File: config.mk
export PLATFORM = sky130hd
export DESIGN_NAME = irqdist_top
export DESIGN_NICKNAME = d
export VERILOG_FILES = /design/src/rtl/irqdist_pkg.sv /design/src/rtl/irqdist_regs.sv /design/src/rtl/irqdist_fanout.sv /design/src/rtl/irqdist_top.sv
export SDC_FILE = /design/constraint.sdc
export NUM_CORES = 1
export LEC_CHECK = 0
export BUFFER_PORTS_ARGS = -buffer_cell sky130_fd_sc_hd__buf_4
export CAP_MARGIN = 15
export CORE_ASPECT_RATIO = 0.9
export CORE_MARGIN = 2
export CORE_UTILIZATION = 42
export CTS_CLUSTER_DIAMETER = 60
export DETAILED_ROUTE_END_ITERATION = 12
export PLACE_DENSITY_LB_ADDON = 0.1
export SLEW_MARGIN = 20
export SYNTH_ARGS = -nofsm -noshare
export SYNTH_HDL_FRONTEND = slang
export SYNTH_HIERARCHICAL = 1
export SYNTH_SLANG_ARGS = --single-unit
File: constraint.sdc
create_clock -name clk -period 2.45 [get_ports clk]
set_clock_uncertainty 0.05 [all_clocks]
set_input_delay 0.245 -clock clk [delete_from_list [all_inputs] [get_ports clk]]
set_output_delay 0.245 -clock clk [all_outputs]
set_load 0.005 [all_outputs]
File: src/rtl/irqdist_pkg.sv
// Shared constants of the interrupt distributor: register offsets and
// fixed field positions. Assumes a 10-bit offset space and 32-bit data.
package irqdist_pkg;
    localparam int ADDR_W   = 10;
    localparam int DATA_W   = 32;
    localparam int IPI_W    = 3;
    localparam int ID_SHIFT = 18;

    localparam logic [ADDR_W-1:0] OFS_EN_CLR  = 10'h180;
    localparam logic [ADDR_W-1:0] OFS_EN_SET  = 10'h184;
    localparam logic [ADDR_W-1:0] OFS_ASG_CLR = 10'h188;
    localparam logic [ADDR_W-1:0] OFS_ASG_SET = 10'h18C;
    localparam logic [ADDR_W-1:0] OFS_IDENT   = 10'h1A0;
    localparam logic [ADDR_W-1:0] OFS_STALL   = 10'h200;
    localparam logic [ADDR_W-1:0] OFS_CTL     = 10'h220;
endpackage

File: src/rtl/irqdist_regs.sv
// Register file of the distributor: routing words, enable and software
// assert masks, run-stall and per-core control bits, plus read mux.
// Assumes NUM_SRC <= 32 so routing offsets stay below the mask offsets.
module irqdist_regs
    import irqdist_pkg::*;
#(
    parameter int NUM_CORES = 4,
    parameter int NUM_SRC   = 8,
    parameter int CORE_W    = 2
) (
    input  logic                         clk,
    input  logic                         rst_n,
    input  logic                         reg_en,
    input  logic                         reg_we,
    input  logic [ADDR_W-1:0]            reg_addr,
    input  logic [DATA_W-1:0]            reg_wdata,
    input  logic [CORE_W-1:0]            reg_core,
    output logic [DATA_W-1:0]            reg_rdata,
    output logic [NUM_SRC-1:0]           en_q,
    output logic [NUM_SRC-1:0]           asg_q,
    output logic [NUM_SRC*NUM_CORES-1:0] route_flat,
    output logic [NUM_CORES-1:0]         stall_q
);
    logic                 wr_req;
    logic                 rd_req;
    logic [NUM_SRC-1:0]   wsrc;
    logic [NUM_CORES-1:0] wcore;
    logic [NUM_CORES-1:0] route_q [NUM_SRC];
    logic [NUM_CORES-1:0] ctl_q;
    logic [DATA_W-1:0]    rd_next;

    assign wr_req = reg_en && reg_we;
    assign rd_req = reg_en && !reg_we;
    assign wsrc   = reg_wdata[NUM_SRC-1:0];
    assign wcore  = reg_wdata[NUM_CORES-1:0];

    // Per-source routing words, reset to core 0 only
    for (genvar k = 0; k < NUM_SRC; k++) begin : g_route
        always_ff @(posedge clk) begin
            if (!rst_n)
                route_q[k] <= NUM_CORES'(1);
            else if (wr_req && reg_addr == ADDR_W'(k))
                route_q[k] <= wcore;
        end
        for (genvar c = 0; c < NUM_CORES; c++) begin : g_col
            assign route_flat[k*NUM_CORES + c] = route_q[k][c];
        end
    end

    // Enable mask: clear and set addresses, all sources enabled at reset
    always_ff @(posedge clk) begin
        if (!rst_n)
            en_q <= '1;
        else if (wr_req && reg_addr == OFS_EN_CLR)
            en_q <= en_q & ~wsrc;
        else if (wr_req && reg_addr == OFS_EN_SET)
            en_q <= en_q | wsrc;
    end

    // Software-assert mask: clear and set addresses, empty at reset
    always_ff @(posedge clk) begin
        if (!rst_n)
            asg_q <= '0;
        else if (wr_req && reg_addr == OFS_ASG_CLR)
            asg_q <= asg_q & ~wsrc;
        else if (wr_req && reg_addr == OFS_ASG_SET)
            asg_q <= asg_q | wsrc;
    end

    // Run-stall register, every core but core 0 held at reset
    always_ff @(posedge clk) begin
        if (!rst_n)
            stall_q <= ~NUM_CORES'(1);
        else if (wr_req && reg_addr == OFS_STALL)
            stall_q <= wcore;
    end

    // Private control bit, written by the requesting core only
    for (genvar c = 0; c < NUM_CORES; c++) begin : g_ctl
        always_ff @(posedge clk) begin
            if (!rst_n)
                ctl_q[c] <= 1'b0;
            else if (wr_req && reg_addr == OFS_CTL && reg_core == CORE_W'(c))
                ctl_q[c] <= reg_wdata[0];
        end
    end

    // Read data selection for the current offset
    always_comb begin
        rd_next = '0;
        for (int k = 0; k < NUM_SRC; k++)
            if (reg_addr == ADDR_W'(k))
                rd_next = DATA_W'(route_q[k]);
        case (reg_addr)
            OFS_EN_CLR:  rd_next = DATA_W'(en_q);
            OFS_ASG_CLR: rd_next = DATA_W'(asg_q);
            OFS_IDENT:   rd_next = (DATA_W'(NUM_CORES - 1) << ID_SHIFT) | DATA_W'(reg_core);
            OFS_STALL:   rd_next = DATA_W'(stall_q);
            OFS_CTL: begin
                for (int c = 0; c < NUM_CORES; c++)
                    if (reg_core == CORE_W'(c))
                        rd_next = DATA_W'(ctl_q[c]);
            end
            default: ;
        endcase
    end

    // Registered read data, zero when no read was requested
    always_ff @(posedge clk) begin
        if (!rst_n)
            reg_rdata <= '0;
        else
            reg_rdata <= rd_req ? rd_next : '0;
    end
endmodule

File: src/rtl/irqdist_fanout.sv
// Per-core interrupt fan-out: forms the active source vector, masks it with
// each core's routing column, merges the IPI value and registers the result.
// Assumes the source level vector already holds 0 for the pin-less source 0.
module irqdist_fanout
    import irqdist_pkg::*;
#(
    parameter int NUM_CORES = 4,
    parameter int NUM_SRC   = 8,
    localparam int OUT_W    = NUM_SRC + 2
) (
    input  logic                         clk,
    input  logic                         rst_n,
    input  logic [NUM_SRC-1:0]           src_level,
    input  logic [NUM_SRC-1:0]           en_q,
    input  logic [NUM_SRC-1:0]           asg_q,
    input  logic [NUM_SRC*NUM_CORES-1:0] route_flat,
    input  logic [IPI_W*NUM_CORES-1:0]   ipi_in,
    output logic [NUM_CORES*OUT_W-1:0]   core_irq
);
    logic [NUM_SRC-1:0] src_act;

    // Asserted sources bypass the enable mask
    assign src_act = (src_level & en_q) | asg_q;

    for (genvar c = 0; c < NUM_CORES; c++) begin : g_core
        logic [NUM_SRC-1:0] column;
        logic [OUT_W-1:0]   line_next;

        for (genvar k = 0; k < NUM_SRC; k++) begin : g_bit
            assign column[k] = route_flat[k*NUM_CORES + c];
        end

        // Shift routed sources up two lines and OR in the IPI value
        always_comb begin
            line_next = {src_act & column, 2'b00};
            line_next[IPI_W-1:0] = line_next[IPI_W-1:0] | ipi_in[c*IPI_W +: IPI_W];
        end

        // Output register for this core's lines
        always_ff @(posedge clk) begin
            if (!rst_n)
                core_irq[c*OUT_W +: OUT_W] <= '0;
            else
                core_irq[c*OUT_W +: OUT_W] <= line_next;
        end
    end
endmodule

File: src/rtl/irqdist_top.sv
// Top of the multiprocessor interrupt distributor. Connects the register
// file to the per-core fan-out. Assumes 2 <= NUM_SRC <= 32 and
// 1 <= NUM_CORES <= 32.
module irqdist_top
    import irqdist_pkg::*;
#(
    parameter int NUM_CORES = 4,
    parameter int NUM_SRC   = 8,
    localparam int CORE_W   = (NUM_CORES > 1) ? $clog2(NUM_CORES) : 1,
    localparam int OUT_W    = NUM_SRC + 2
) (
    input  logic                       clk,
    input  logic                       rst_n,
    input  logic [NUM_SRC-2:0]         ext_irq,
    input  logic [IPI_W*NUM_CORES-1:0] ipi_in,
    input  logic                       reg_en,
    input  logic                       reg_we,
    input  logic [ADDR_W-1:0]          reg_addr,
    input  logic [DATA_W-1:0]          reg_wdata,
    input  logic [CORE_W-1:0]          reg_core,
    output logic [DATA_W-1:0]          reg_rdata,
    output logic [NUM_CORES*OUT_W-1:0] core_irq,
    output logic [NUM_CORES-1:0]       core_stall
);
    logic [NUM_SRC-1:0]           en_q;
    logic [NUM_SRC-1:0]           asg_q;
    logic [NUM_SRC*NUM_CORES-1:0] route_flat;
    logic [NUM_SRC-1:0]           src_level;

    // Source 0 has no pin; pins start at source 1
    assign src_level = {ext_irq, 1'b0};

    irqdist_regs #(
        .NUM_CORES(NUM_CORES),
        .NUM_SRC  (NUM_SRC),
        .CORE_W   (CORE_W)
    ) u_regs (
        .clk       (clk),
        .rst_n     (rst_n),
        .reg_en    (reg_en),
        .reg_we    (reg_we),
        .reg_addr  (reg_addr),
        .reg_wdata (reg_wdata),
        .reg_core  (reg_core),
        .reg_rdata (reg_rdata),
        .en_q      (en_q),
        .asg_q     (asg_q),
        .route_flat(route_flat),
        .stall_q   (core_stall)
    );

    irqdist_fanout #(
        .NUM_CORES(NUM_CORES),
        .NUM_SRC  (NUM_SRC)
    ) u_fanout (
        .clk       (clk),
        .rst_n     (rst_n),
        .src_level (src_level),
        .en_q      (en_q),
        .asg_q     (asg_q),
        .route_flat(route_flat),
        .ipi_in    (ipi_in),
        .core_irq  (core_irq)
    );
endmodule

==> metrics.yaml, run 1 <==
outcome:
  status: "finished clean"
sta:
  worst_pin_slew_ps: 691.6
  min_period_over_period_pct: 76.14
  drv_slew: 0
  setup_violations: 0
  rsz0062_at_grt: "false"
  relSlewSlack_pct: 53.58
  final_hold_viol_count: 0
  hold_ws_ps: 50.65
  layout_min_cycle_time_ps: 1865
  max_freq_mhz: 536.1
  fin_tns_setup_ps: 0
route:
  drtAntennaViolNets: 0
  first_iter_violations: 282
  vias: 3416
  vias_per_cell: 5.263
  routed_wl_um: 11000
  drc: 0
  firstDrtPassIters: 5
  wl_per_cell_um: 16.94
die:
  io_pins: 143
  start_util_pct: 43.33
  die-area_um2: 11460
  coreArea_um2: 10290
  core.rowCount: 35
  die_w_um: 112.6
  fp.dieH_um: 101.8
power_and_ir_drop:
  leakagePower_nw: 2.383
  pwr-share-seq_pct: 53.1
  switchingPower_mw: 0.8280
  p_int_mw: 2.689
  p_per_area_nw_per_um2: 638.7
  swShare_pct: 23.54
  comb_power_share_pct: 8.5
  peakVddDrop_mv: 0.5079
  p_clk_share_pct: 38.4
clock_network:
  ctsResizeCount: 0
  cts_sinks: 105
  cts_made_buffers: 9
  cts_tree: "built"
  ctsHoldBuffers: 0
  htree_levels: 3
  root_buffer: "clkbuf_16"
  clk_pin_slew_worst_paths_ps: 70
  clockBufferDepth: 2
  clkLatencyLatePin_ps: 340
  cts_setup_buffers: 0
global_routing:
  antenna_found_initial: 0
  grt_max_degree: 39
  overflow: 0
  grt_pass1_wl_um: 17110
  grtUsageTotal_pct: 19.57
  grt_pass1_vias: 3201
place:
  hpwl_um: 8144
  place.gp.congestion: 0.8292
  port_buffers: 96
synthesis:
  synthTopCellsByArea: "dfxtp_1 (33%), edfxtp_1 (22%), and3_1 (5.5%), and2_1 (5.1%), buf_4 (3.9%)"
  yosys.area.top_type_share_pct: 32.77
  yosysWarnings: 6
  synth_edf_count: 32
  synth.distinct_cells: 44
  async_flop_share_pct: 0
  synth-seq-cells: 105
  netlist_instances: 421
  synth_flop_cell: "dfxtp_1"
  post-synth-top-area-cell: "dfxtp_1"
  synth.yosys.seq_area_share_pct: 54.32
  synthesis.area_um2: 4459
  postSynthAreaPerCell_um2: 10.59
layout:
  drive_above_1_share_pct: 26.54
  fillers: 934
  diodes: 0
  fin_nets: 582
  area_growth_pct: 23.48
worst_setup_path:
  crit_fanout: 7
  crit_path_start_kind: "primary input"
  path_class: "primary input to register"
  required_ps: 2480
  arrival_ps: 1900
  crit_path_end_kind: "register"
job:
  drv_cap: 0
min_path:
  hold_path_class: "primary input to register"
critical path: stages:
cell and delay (ps):
buf_4 120, or4_4 570, nor3_4 250, nand3_1 270, nor3_1 340, nand2b_1 100
through the flow:
step / cells / setup slack [ps] / utilization, % / total power [mW] / instance area [um^2]
global placement: 633 / 227.1 / 50.78 / 2.202 / 5226
floorplan: 442 / 490.5 / - / 2.060 / 4538
global route: 649 / 474.5 / 53.51 / 3.659 / 5507
finish: 649 / 584.7 / 53.51 / 3.517 / 5507
detailed placement: 633 / 239.8 / 50.78 / 2.206 / 5226
CTS: 649 / 605.2 / 53.51 / 3.549 / 5507
placed cells by master, fill, tap and decap left out, types with 7 or more instances in the layout:
cell	n
a211oi_1	9
buf_4	107
a21o_1	7
dfxtp_1	73
edfxtp_1	32
o21ai_0	17
conb_1	23
nor2_1	35
nand2_1	13
clkbuf_16	9
and2_1	36
and3_1	39
a21oi_1	24
a22oi_1	7
or3_1	7
mux2i_1	15
final timing paths:
check / from / endpoint / slack, ps / cells after the start
worst min-delay path: ipi_in[9] / u_fanout/core_irq[30] / 50 / 2
worst max-delay path: reg_addr[6] / u_regs/route_q[1][0] / 580 / 6
worst max register to register: u_regs/route_q[1][4] / u_regs/reg_rdata[0] / 920 / 4
worst min register to register: u_regs/route_q[1][3] / u_fanout/core_irq[36] / 450 / 1
cell usage after synthesis, types with 2 or more instances:
library cell	instances
dfxtp_1	73
and3_1	39
and2_1	36
nor2_1	35
edfxtp_1	32
a21oi_1	24
buf_4	23
o21ai_0	17
mux2i_1	15
nand2_1	13
buf_2	11
a211oi_1	9
clkbuf_1	9
a21o_1	7
a22oi_1	7
or3_1	7
mux4_2	5
nand3_1	5
nor3_1	5
nor4_1	5
a22o_1	4
inv_1	4
nand2b_1	4
mux2_2	3
o21ai_1	3
o221ai_1	3
o22ai_1	3
conb_1	2
nor3_4	2
nor3b_1	2
power groups by stage:
stage / Combinational, mW / Sequential [mW] / Clock (mW)
after floorplan: 0.156 / 1.90 / 0
after global placement: 0.295 / 1.91 / 0
after detailed placement: 0.297 / 1.91 / 0
after CTS: 0.297 / 1.87 / 1.38
after global routing: 0.325 / 1.87 / 1.46
final: 0.299 / 1.87 / 1.35
layout make-up:
cell class	count	area, um^2	area share, %
timing repair buffer	107	803.3	14.59
sequential	105	2422	43.99
multi-input combinational	288	1824	33.13
clock buffer	10	229.0	4.158
clock inverter	6	51.30	0.9316
tap	129	161.4	2.931
inverter	4	15.01	0.2727
metal layers:
metal,GRT usage (%),vias to the layer above,wire length [um]
met3,4.428,14,918
met4,6.098,0,180
met5,0,-,0
li1,-,1652,-
met2,31.97,166,5100
met1,26.19,1584,4796
kinds of logic (layout without fill, tap and decap cells):
kind of cell           count (synthesis)  count (layout)  share of synthesized area, %
buffers and inverters                 49             127                         6.537
other                                  2              23                        0.1684
and+or+nand+nor                      162             162                         21.13
DFF                                  105             105                         54.32
AOI/OAI and AO/OA                     80              80                         11.20
muxes                                 23              23                         6.650
(Power assumes the default switching activity.)
==> run 2: changes to the inputs <==
Clock period 2.45 ns to 1.8 ns, I/O delays scaled along.
==> metrics.yaml, run 2 (same netlist as run 1, synthesis figures left out) <==
worst_setup_path:
  r2r_end: "u_regs/reg_rdata[0]"
  crit_fanout: 6  # -1
  crit_path_end_kind: "register"
  slowest_stage: "or4_4"
  crit_path_start_kind: "primary input"
  critical-path-top-delay-family: "simple AND/OR/NAND/NOR gates"
  path_cells: "buf_4 -> or4_4 -> nor3_4 -> nand3_1 -> buf_4 -> nor2_1 -> and2_1"
  worst-path-buf-inv: 2  # +1
  path_class: "primary input to register"
  worstRegToRegCells: 4  # unchanged
  max_stage_delay_ps: 570  # about the same
  timing.rr.start: "u_regs/route_q[1][12]"
  r2r_setup_slack_ps: 310  # -610 ps
  critical_path.most_common_cell: "buf_4"
  required_ps: 1960  # -520 ps
  arrival_ps: 1820  # -80 ps
clock_network:
  root_buffer: "clkbuf_16"
  cts_made_buffers: 9  # unchanged
  clk_pin_slew_worst_paths_ps: 80  # about the same
  htree_levels: 3  # unchanged
  clkLatencyLatePin_ps: 340  # about the same
  cts_sinks: 105  # unchanged
  cts_tree: "built"
  clockBufferDepth: 2  # unchanged
power_and_ir_drop:
  leakagePower_nw: 2.559  # +7.4%
  totalPowerFinal_mw: 4.891  # +39%
  p_per_area_nw_per_um2: 838.5  # +31%
  peakVddDrop_mv: 0.4949  # -2.6%
layout:
  drive_above_1_share_pct: 29.68  # +3.1 points
  final_common_cell: "buf_4"
  final_cell_mix: "buf_4 (131), dfxtp_1 (73), and3_1 (39)"
  fin_nets: 618  # +6.2%
  design_area_um2: 5833  # +5.9%
  area_growth_pct: 30.81
  diodes: 0  # unchanged
place:
  place.gp.congestion: 0.8562  # +3.3%
  port_buffers: 96  # unchanged
  post-place-ws_ps: -287.2  # -527.0 ps
  place_area_um2: 5411  # +3.5%
  hpwl_um: 8578  # +5.3%
route:
  vias: 3530  # +3.3%
  routed_wl_um: 11500  # +4.5%
  drc: 0  # unchanged
  firstDrtPassIters: 4  # -1
  vias_per_cell: 5.153  # -2.1%
  first_iter_violations: 242  # -14%
  drtAntennaViolNets: 0  # unchanged
  wl_per_cell_um: 16.78  # -0.95%
die:
  core.rowCount: 35  # unchanged
  coreArea_um2: 10290  # unchanged
  io_pins: 143  # unchanged
  start_util_pct: 43.33  # unchanged
  die-area_um2: 11460  # unchanged
  die_w_um: 112.6  # unchanged
  fp.dieH_um: 101.8  # unchanged
sta:
  drv_slew: 0  # unchanged
  rsz0062_at_grt: "false"
  max_freq_mhz: 602.6
  setup_violations: 0  # unchanged
  fin_tns_setup_ps: 0  # unchanged
  hold_ws_ps: 67.56  # +16.91 ps
  fin_ws_ps: 140.7  # -444.0 ps
  min_period_over_period_pct: 92.19
  final_hold_viol_count: 0  # unchanged
  layout_min_cycle_time_ps: 1659
global_routing:
  grt_pass1_wl_um: 18110  # +5.8%
  antenna_found_initial: 0  # unchanged
  grt_max_degree: 33  # -15%
  grtUsageTotal_pct: 20.63  # +1.1 points
  overflow: 0  # unchanged
  grt_pass1_vias: 3366  # +5.2%
min_path:
  hold_end: "u_regs/stall_q[1]"
  min_from: "rst_n"
  hold_path_class: "primary input to register"
  holdPathStages: 2  # unchanged
job:
  drv_cap: 0  # unchanged
outcome:
  status: "finished clean"
[run 2: cell count changes in the layout (fill, tap and decap cells not counted), sizes merged]
cell / change
inv: +1
clkinvlp: -1
buf: +24
dlygate4sd3: +12
[run 2: what timing repair did]
action                     in CTS  in global routing
hold buffers                   12                  0
gates resized for setup         0                  2
setup endpoints to repair       0                  7
hold endpoints to repair       12                  0
buffers inserted                0                  0
[run 2: cell type report]
type / instances / area, um^2
multi-input cells: 288 / 1839
clock inverters: 6 / 62.56
flip-flops and latches: 105 / 2422
inverters: 4 / 15.01
repair buffers: 143 / 1104
fillers: 934 / 4458
well taps: 129 / 161.4
clock buffers: 10 / 229.0
[run 2: how the worst max path moves through the flow]
stage	from	to	slack [ps]	depth (start not counted)
3_5_place_dp	reg_addr[6]	u_regs/route_q[1][0]	-290	6
2_1_floorplan	reg_addr[6]	u_regs/route_q[1][4]	-60	4
5_1_grt	reg_addr[6]	u_regs/route_q[0][11]	30	6
3_3_place_gp	reg_addr[6]	u_regs/route_q[1][0]	-190	6
6_report	reg_addr[6]	u_regs/route_q[0][14]	140	7
4_1_cts	reg_addr[6]	u_regs/route_q[1][0]	80	6
[run 2: per-stage QoR]
step | instances | util, %
after floorplan | 442 | -
after global placement | 657 | 52.58
after detailed placement | 657 | 52.58
after CTS | 685 | 56.58
after global routing | 685 | 56.68
final | 685 | 56.68
[run 2: per-layer routing]
metal  track usage [%]  wire [um]  part of all wire (%)  vias to the layer above
met3             3.710        650                   5.7                        6
met1             27.20       5149                    45                     1673
met4             5.441         73                  0.64                        0
li1                  -          -                     -                     1735
met5                 0          0                     0                        -
met2             35.42       5621                    49                      116
[run 2: power by group]
part | internal (mW) | leakage (nW) | switching (mW) | total, mW
registers | 2.51 | 0.905 | 0.0327 | 2.54
clock network | 0.976 | 0.142 | 0.914 | 1.89
logic | 0.229 | 1.51 | 0.229 | 0.458
total | 3.72 | 2.56 | 1.18 | 4.89
==> run 3: changes to the inputs <==
Settings changed: REMOVE_ABC_BUFFERS set to 1, SYNTH_HIERARCHICAL 1 to unset.
==> metrics.yaml, run 3 <==
job:
  drv_cap: 0  # unchanged
power_and_ir_drop:
  p_clk_share_pct: 38.4  # -0.2 points
  comb_power_share_pct: 9.6  # +0.2 points
  swShare_pct: 23.50  # -0.54 points
  leakagePower_nw: 2.423  # -5.3%
  pwr-share-seq_pct: 51.9  # about the same
  peakVddDrop_mv: 0.5851  # +18%
  p_int_mw: 3.740  # +0.67%
  p_per_area_nw_per_um2: 825.8  # -1.5%
  switchingPower_mw: 1.149  # -2.3%
clock_network:
  clkLatencyLatePin_ps: 340  # about the same
  clk_pin_slew_worst_paths_ps: 70  # about the same
  clockBufferDepth: 2  # unchanged
  cts_tree: "built"
  cts_made_buffers: 9  # unchanged
  cts_setup_buffers: 0  # unchanged
  root_buffer: "clkbuf_16"
  htree_levels: 3  # unchanged
  cts_sinks: 105  # unchanged
synthesis:
  synth_most_common_cell: "dfxtp_1"
  synth.distinct_cells: 50  # +14%
  synth.yosys.seq_area_share_pct: 54.02  # -0.30 points
  yosys.area.top_type_share_pct: 32.59  # -0.18 points
  synth_commonest_cells: "dfxtp_1 (73), and2_1 (63), edfxtp_1 (32)"
  synthesis.area_um2: 4484  # +0.56%
  netlist_instances: 416  # -1.2%
  synthTopCellsByArea: "dfxtp_1 (33%), edfxtp_1 (21%), and2_1 (8.8%), buf_4 (3.9%), mux2i_1 (2.9%)"
  synth_edf_count: 32  # unchanged
  async_flop_share_pct: 0  # unchanged
  yosysWarnings: 0  # -6
  synth-seq-cells: 105  # unchanged
  postSynthAreaPerCell_um2: 10.78  # +1.8%
  synth_flop_cell: "dfxtp_1"
  post-synth-top-area-cell: "dfxtp_1"
route:
  routed_wl_um: 11310  # -1.6%
  drc: 3  # +3
  wl_per_cell_um: 16.44  # -2.0%
  vias: 3581  # +1.4%
  firstDrtPassIters: 8  # +4
  first_iter_violations: 125  # -48%
  drtAntennaViolNets: 0  # unchanged
  vias_per_cell: 5.205  # +1.0%
sta:
  fin_tns_setup_ps: 0  # unchanged
  final_hold_viol_count: 0  # unchanged
  hold_ws_ps: 5.738  # -61.83 ps
  layout_min_cycle_time_ps: 1646  # -13.71 ps
  min_period_over_period_pct: 91.42  # -0.76 points
  drv_slew: 0  # unchanged
  max_freq_mhz: 607.7  # +0.83%
  setup_violations: 0  # unchanged
  rsz0062_at_grt: "false"
die:
  die_w_um: 112.9  # +0.27%
  fp.dieH_um: 102.0  # +0.27%
  start_util_pct: 43.39  # +0.059 points
  core.rowCount: 35  # unchanged
  io_pins: 143  # unchanged
  coreArea_um2: 10330  # +0.43%
  die-area_um2: 11520  # +0.54%
global_routing:
  grtUsageTotal_pct: 19.87  # -0.77 points
  grt_pass1_vias: 3368  # +0.059%
  grt_max_degree: 26  # -21%
  antenna_found_initial: 0  # unchanged
  grt_pass1_wl_um: 17570  # -3.0%
  overflow: 0  # unchanged
outcome:
  status: "complete, but fails checks"
  violations: "DRC"
worst_setup_path:
  crit_path_start_kind: "primary input"
  path_class: "primary input to register"
  crit_path_end_kind: "register"
  crit_fanout: 4  # -2
  required_ps: 1810  # -150 ps
  arrival_ps: 1660  # -160 ps
layout:
  area_growth_pct: 32.03
  design_area_um2: 5921  # +1.5%
  fin_nets: 621  # +0.49%
  fillers: 933  # -0.11%
  seq_area_um2: 2422  # unchanged
  multi_input_area_um2: 1834  # -0.27%
  diodes: 0  # unchanged
  final_common_cell: "buf_4"
  postLayoutCoreUtil_pct: 57.29  # +0.61 points
  final_cell_mix: "buf_4 (139), dfxtp_1 (73), and2_1 (63)"
  drive_above_1_share_pct: 30.95  # +1.3 points
place:
  place.gp.congestion: 0.9049  # +5.7%
  hpwl_um: 8339  # -2.8%
  place_area_um2: 5493  # +1.5%
  port_buffers: 96  # unchanged
min_path:
  hold_path_class: "primary input to register"
## run 3: cell types whose count changed after synthesis, sizes merged, moves of 4 or more
cell,previous run,this run
or3,8,2
nor2,35,21
a211oi,9,16
nand4,1,7
and3,39,1
a21o,7,1
and2,37,63
a22o,4,0
nand2b,4,9
clkbuf,9,15
o21ai,20,10
o31ai,1,6
a31oi,0,10
## run 3: metrics by stage
step | total power [mW] | setup slack, ps | std cells
after floorplan | 2.733 | -234.5 | 389
after global placement | 3.034 | -208.6 | 658
after detailed placement | 3.040 | -189.1 | 658
after CTS | 4.925 | 166.6 | 688
after global routing | 5.054 | 28.01 | 688
final | 4.889 | 154.4 | 688
## run 3: metal layers
metal | vias up | routed length (um) | GRT usage, %
met4 | 0 | 143 | 5.159
met3 | 15 | 621 | 3.855
met2 | 127 | 5337 | 33.46
met1 | 1689 | 5211 | 26.65
met5 | - | 0 | 0
li1 | 1750 | - | -
## run 3: worst paths after layout
check                            start               endpoint  slack, ps  cells after the start
setup reg to reg  u_regs.route_q[1][1]    u_regs.reg_rdata[1]        340                      4
setup / recovery           reg_addr[4]   u_regs.route_q[0][3]        150                      7
hold reg to reg        u_regs.ctl_q[2]        u_regs.ctl_q[2]        420                      2
hold / removal              ipi_in[11]  u_fanout.core_irq[32]          6                      3
## run 3: critical path, cell delays in order
cell     delay, ps
buf_4          110
or4_4          540
nor3_1         160
buf_4          150
nand2_1        110
o31ai_1        230
buf_4          170
## run 3: final cells by class
type,count,share of cell area (%)
flip-flops and latches,105,40.91
multi-input cells,281,30.98
clock inverters,6,0.8242
well taps,129,2.726
repair buffers,154,20.33
clock buffers,10,4.036
inverters,3,0.1902
## run 3: logic make-up (layout without fill, tap and decap cells)
| logic type | after synthesis | after routing | synth area share (%) |
|---|---|---|---|
| and+or+nand+nor | 153 | 153 | 21.29 |
| DFF | 105 | 105 | 54.02 |
| AOI/OAI and AO/OA | 86 | 86 | 12.61 |
| buffers and inverters | 51 | 173 | 6.836 |
| muxes | 20 | 20 | 5.162 |
| other | 1 | 22 | 0.08363 |
## run 3: timing repair
action | in CTS | in global routing
endpoints found under the hold margin | 17 | 0
gates resized for setup | 0 | 0
hold buffers | 14 | 0
## run 3: power by group through the flow
stage          clock, mW  combinational, mW  sequential, mW
2_1_floorplan          0              0.144            2.59
3_3_place_gp           0              0.439            2.59
3_5_place_dp           0              0.445            2.59
4_1_cts             1.91              0.469            2.54
5_1_grt             2.00              0.511            2.55
6_report            1.88              0.472            2.54
